**src/rtl/sdram_rd_seq.sv**
```systemverilog
module sdram_rd_seq #(
  parameter int BANK_W = 1,
  parameter int ROW_W  = 13,
  parameter int COL_W  = 9,
  parameter int ADDR_W = 13,
  parameter int DATA_W = 32
) (
  input  logic              clk,
  input  logic              rst_n,
  input  logic [1:0]        cfg_rcd,
  input  logic [1:0]        cfg_rp,
  input  logic              cfg_ratio_1to1,
  input  logic              req_valid,
  output logic              req_ready,
  input  logic [BANK_W-1:0] req_bank,
  input  logic [ROW_W-1:0]  req_row,
  input  logic [COL_W-1:0]  req_col,
  output logic              sd_cs_n,
  output logic              sd_ras_n,
  output logic              sd_cas_n,
  output logic              sd_we_n,
  output logic [ADDR_W-1:0] sd_addr,
  output logic [BANK_W-1:0] sd_ba,
  input  logic [DATA_W-1:0] sd_dq,
  output logic [DATA_W-1:0] rd_data,
  output logic              rd_valid,
  output logic              rd_done
);
  localparam int NBANK  = 1 << BANK_W;
  localparam int BUSY_W = 3;
  localparam int AP_BIT = 10;
  localparam logic [3:0] C_DESEL = 4'b1111;
  localparam logic [3:0] C_NOP   = 4'b0111;
  localparam logic [3:0] C_ACT   = 4'b0011;
  localparam logic [3:0] C_READ  = 4'b0101;

  typedef enum logic [2:0] {S_IDLE, S_ACT, S_GAP, S_RD, S_DATA, S_END} st_t;

  st_t               state;
  logic [1:0]        cnt;
  logic [BANK_W-1:0] bank_q;
  logic [ROW_W-1:0]  row_q;
  logic [COL_W-1:0]  col_q;
  logic [BUSY_W-1:0] busy [NBANK];
  logic [3:0]        cmd;
  logic              fire, fin;

  assign req_ready = (state == S_IDLE) && (busy[req_bank] == '0);
  assign fire      = req_valid && req_ready;
  assign fin       = (state == S_END) && (cnt == 2'd0);

  always_ff @(posedge clk or negedge rst_n) begin
    if (!rst_n) begin
      state  <= S_IDLE;
      cnt    <= '0;
      bank_q <= '0;
      row_q  <= '0;
      col_q  <= '0;
    end else begin
      case (state)
        S_IDLE: if (fire) begin
          state  <= S_ACT;
          bank_q <= req_bank;
          row_q  <= req_row;
          col_q  <= req_col;
        end
        S_ACT: begin
          state <= (cfg_rcd == 2'd0) ? S_RD : S_GAP;
          cnt   <= cfg_rcd - 2'd1;
        end
        S_GAP: begin
          if (cnt == 2'd0) state <= S_RD;
          else cnt <= cnt - 2'd1;
        end
        S_RD: begin
          state <= S_DATA;
          cnt   <= 2'd0;
        end
        S_DATA: begin
          cnt <= cnt + 2'd1;
          if (cnt == 2'd3) begin
            state <= S_END;
            cnt   <= cfg_ratio_1to1 ? 2'd0 : 2'd1;
          end
        end
        S_END: begin
          if (cnt == 2'd0) state <= S_IDLE;
          else cnt <= cnt - 2'd1;
        end
        default: state <= S_IDLE;
      endcase
    end
  end

  always_ff @(posedge clk or negedge rst_n) begin
    if (!rst_n) begin
      for (int b = 0; b < NBANK; b++) busy[b] <= '0;
    end else begin
      for (int b = 0; b < NBANK; b++) begin
        if (fin && bank_q == BANK_W'(b))
          busy[b] <= BUSY_W'(cfg_rp) + BUSY_W'(1);
        else if (busy[b] != '0)
          busy[b] <= busy[b] - BUSY_W'(1);
      end
    end
  end

  always_comb begin
    case (state)
      S_IDLE:  cmd = C_DESEL;
      S_ACT:   cmd = C_ACT;
      S_RD:    cmd = C_READ;
      default: cmd = C_NOP;
    endcase
  end

  assign {sd_cs_n, sd_ras_n, sd_cas_n, sd_we_n} = cmd;
  assign sd_ba    = bank_q;
  assign sd_addr  = (state == S_ACT) ? ADDR_W'(row_q) :
                    (state == S_RD)  ? (ADDR_W'(col_q) | (ADDR_W'(1) << AP_BIT)) : '0;
  assign rd_valid = (state == S_DATA);
  assign rd_data  = rd_valid ? sd_dq : '0;
  assign rd_done  = fin;

  assert_act_after_accept_R1: assert property (@(posedge clk) disable iff (!rst_n)
    (req_valid && req_ready) |=> ({sd_cs_n, sd_ras_n, sd_cas_n, sd_we_n} == C_ACT));
  assert_rcd_legal_R2: assert property (@(posedge clk) disable iff (!rst_n)
    (req_valid && req_ready) |-> (cfg_rcd != 2'b11));
  assert_read_autopre_R4: assert property (@(posedge clk) disable iff (!rst_n)
    ({sd_cs_n, sd_ras_n, sd_cas_n, sd_we_n} == C_READ) |-> sd_addr[AP_BIT]);
  assert_beat_follows_read_R5: assert property (@(posedge clk) disable iff (!rst_n)
    ({sd_cs_n, sd_ras_n, sd_cas_n, sd_we_n} == C_READ) |=> rd_valid);
  assert_done_single_R6: assert property (@(posedge clk) disable iff (!rst_n)
    rd_done |=> !rd_done);
  assert_bank_locked_R7: assert property (@(posedge clk) disable iff (!rst_n)
    rd_done |=> !(req_ready && req_bank == $past(sd_ba)));
endmodule

```
**config.mk**
```make
export PLATFORM = sky130hd
export DESIGN_NAME = sdram_rd_seq
export DESIGN_NICKNAME = d
export VERILOG_FILES = /design/src/rtl/sdram_rd_seq.sv
export SDC_FILE = /design/constraint.sdc
export NUM_CORES = 1
export LEC_CHECK = 0
export ABC_AREA = 1
export BUFFER_PORTS_ARGS = -buffer_cell sky130_fd_sc_hd__buf_2
export CORE_MARGIN = 2
export CORE_UTILIZATION = 45
export DETAILED_ROUTE_END_ITERATION = 8
export PLACE_DENSITY = 0.8
export SKIP_LAST_GASP = 1
export SLEW_MARGIN = 20
export SYNTH_ARGS = -nofsm -noshare
export SYNTH_HDL_FRONTEND = slang
export SYNTH_SLANG_ARGS = --single-unit
```
**constraint.sdc**
```tcl
create_clock -name clk -period 1.7 [get_ports clk]
set_input_delay 0.34 -clock clk [delete_from_list [all_inputs] [get_ports clk]]
set_output_delay 0.34 -clock clk [all_outputs]
set_load 0.01 [all_outputs]
```
==> results by group <==
Clock tree
  – CTS tree: done
  – H-tree levels: 2
  – TritonCTS Buffers: 5
  – CTS clock-pin slew for the worst setup and hold paths: 0.07 ns
  – Max Root-Sink Buffers: 2
  – Clock Latency Late Sink: 0.28 ns
  – Clk root buf: clkbuf_8
  – Num Clock Sinks: 34

Die
  – IO Count: about 120
  – Die height: 74.1 µm
  – Core ar.: 0.00472 mm²
  – Starting Density: 0.468
  – Die ar.: 0.00548 mm²
  – Rows: 25
  – Die Width: 74.1 µm

Power and ir drop
  – Pleak: about 2 nW
  – Sw Share: 0.424
  – Power Density: roughly 1500 mW/mm²
  – Comb pwr share: 0.561
  – Switch Pwr: 0.00202 W
  – Clock power share: 0.129
  – Peak VDD IR: 905 µV
  – Int Power: 0.00274 W
  – Sequential share of power: 0.311

Synthesis
  – Mapped Nets: 376
  – Library cells used by synthesis: 30
  – Synth warn: 0
  – Syn_area_per_cell: approximately 7.2 µm²
  – Top cell type's share of synthesized area: 0.385
  – Async SR Flop Fraction: 1.00
  – Mapped Area: roughly 0.0022 mm²
  – Ranking of synthesized cells by area: dfrtp_1 39%, inv_1 13%, nand2_1 8.5%
  – Synth Flop Type: dfrtp_1
  – Post-synth EDFFs: 0
  – Yosys reg bits: 34
  – Synth Instances: 306
  – Top cell types by occurrence after synthesis: 75 x inv_1, 50 x nand2_1, 48 x nor2_1
  – Largest area contributor in the synthesized netlist: dfrtp_1
  – Seq/Total Area, Yosys: 0.385
  – Top-count cell post-synth: inv_1

Global routing
  – Total grt overflow: 0
  – Tot GR Track Use: 0.195
  – Number of global-route vias before repair: 2003
  – First-pass GRT wire length: 8400 µm
  – Largest net degree at the start of global routing: 47
  – Initial antenna violation count: 0

Setup path
  – CP max stage cell: dfrtp_1
  – Crit-path max FO: 15
  – Crit-path cells: buf_6 > nor2_4 > nand2_4 > clkbuf_16 > nor2_1 > buf_2
  – Worst path max stage delay: 0.39 ns
  – Bufs and invs on worst path: 3
  – Arr. time, crit path: 1.40 ns
  – Crit path launch type: register
  – CP endpoint kind: output port
  – CP top delay family: buffers and inverters
  – Worst setup path class: register to output port
  – Req. time, crit path: 1.36 ns

Flow run
  – Max Cap Viol: 0

STA
  – RSZ-0062 raised after global routing: true
  – Final hold viol count: 0
  – Fin crit share: 1.03
  – Slew Limit Fails: 0
  – Clock skew: 0.00633 ns
  – Min Tclk post-route: 1.74 ns
  – Worst Setup Slack, final: -0.0445 ns
  – Setup violators final: 40
  – Fmax: 0.573 GHz

Finish
  – Fraction of layout cells with a size suffix above 1: 0.398
  – Finished Cell Area: 0.00312 mm²
  – Post-Layout Cell Count: approximately 500
  – Antenna diodes: 0
  – Fill count: 401
  – Fin nets: 504
  – Core Util, Final: 0.660
  – Layout area overhead: 41.1%

Routing
  – Vias/cell: 4.51
  – Drt wl/cell: 10.8 µm
  – Initial drt markers: 73
  – Final ANT Viol Nets: 0
  – Overall via count from detail_route: 2263
  – DRT Pass-1 Iters: 4
  – Post-route DRC violation count: 0
  – WL final: 5420 µm

Status
  – Status: finished with violations
  – Violated checks: negative setup slack

Place
  – Placed Instances: 484
  – DP Area: 0.00287 mm²
  – HPWL after DPL: 3990 µm
  – Gpl congestion: 0.847
  – Port Buffers: 114

Hold path
  – Classification of the worst-slack hold path: primary input to async pin
[flip-flops by register name, summed over array words and instances, names as in the netlist]
| name | count |
|---|---|
| cnt | 2 |
| col_q | 9 |
| sd_ba | 1 |
| state | 3 |
| row_q | 13 |
| busy | 6 |
[worst reg2reg max path, delay by kind of cell (launching register included)]
family                 cells  cell delay, ns
flip-flops                 1            0.39
buffers and inverters      3            0.46
AO/OA/AOI/OAI              2            0.21
AND/OR/NAND/NOR            4            0.40
[stage by stage]
stage | hold WS, ns | power (W) | worst slack (ns) | setup TNS (ns)
2_1_floorplan | 0.0444 | 0.00310 | 0.0999 | 0
3_3_place_gp | 0.402 | 0.00377 | 0.144 | 0
3_5_place_dp | 0.398 | 0.00385 | 0.0966 | 0
4_1_cts | 0.0875 | 0.00463 | -0.0301 | -0.748
5_1_grt | 0.132 | 0.00523 | -0.136 | -5.06
6_report | 0.0734 | 0.00476 | -0.0445 | -0.800
[logic make-up after synthesis]
kind of cell / after synthesis / synth area share
other: 1 / 0.00170
adders and majority gates: 7 / 0.0397
xor gates and xnor gates: 1 / 0.00397
buffers and inverters: 89 / 0.168
DFF: 34 / 0.385
and+or+nand+nor: 124 / 0.246
AOI/OAI and AO/OA: 50 / 0.155
[power by group through the flow]
stage / Combinational (W) / Clock, W / Sequential [W]
CTS: 0.00252 / 0.000634 / 0.00148
global placement: 0.00230 / 0 / 0.00148
global route: 0.00302 / 0.000673 / 0.00153
detailed placement: 0.00238 / 0 / 0.00147
floorplan: 0.00166 / 0 / 0.00144
finish: 0.00267 / 0.000613 / 0.00148
[area by class of cell]
cell class	instances	area, µm²	area share
clock buffer	7	86.3	0.0277
inverter	78	298	0.0955
tap	67	83.8	0.0269
sequential	34	852	0.273
multi-input combinational	183	1020	0.327
timing repair buffer	132	772	0.248
clock inverter	1	5.00	0.00161
[placed cells by master (no fill, tap or decap), types with 2 or more instances in the layout]
cell type / instances
buf_2: 112
inv_1: 72
nand2_1: 49
nor2_1: 47
dfrtp_1: 33
o21ai_0: 13
o21ai_2: 13
nand3_1: 12
buf_4: 12
a22o_1: 9
o21ai_1: 7
ha_1: 7
clkbuf_8: 6
inv_2: 5
buf_6: 5
nor2_4: 4
a21oi_1: 4
nand3_2: 3
nand2_2: 3
nand2_4: 2
nand4_1: 2
buf_12: 2
[repair_timing]
item                       in CTS  in global routing
cloned                          0                  1
hold buffers                    0                  0
setup endpoints to repair      46                 48
buffers inserted                3                  6
resized for setup              14                  7
pin swaps                       1                  4
[routing by layer]
layer,GRT usage,up-vias,wire length [µm]
met4,0.0667,0,104
met1,0.220,976,2220
li1,-,1181,-
met3,0.0447,10,435
met5,0,-,0
met2,0.362,96,2650
[worst paths after layout]
path	start	to	slack [ns]	depth (start not counted)
worst max-delay path	state[1]	rd_data[26]	-0.04	6
min in group clk	req_row[8]	row_q[8]	0.29	3
worst min register to register	col_q[3]	col_q[3]	0.49	2
max in group asynchronous	rst_n	state[0]	1.30	2
worst max register to register	state[1]	cnt[0]	0.12	9
worst min-delay path	rst_n	busy[1]	0.07	2
No activity file was read; power rests on OpenSTA's default activity.
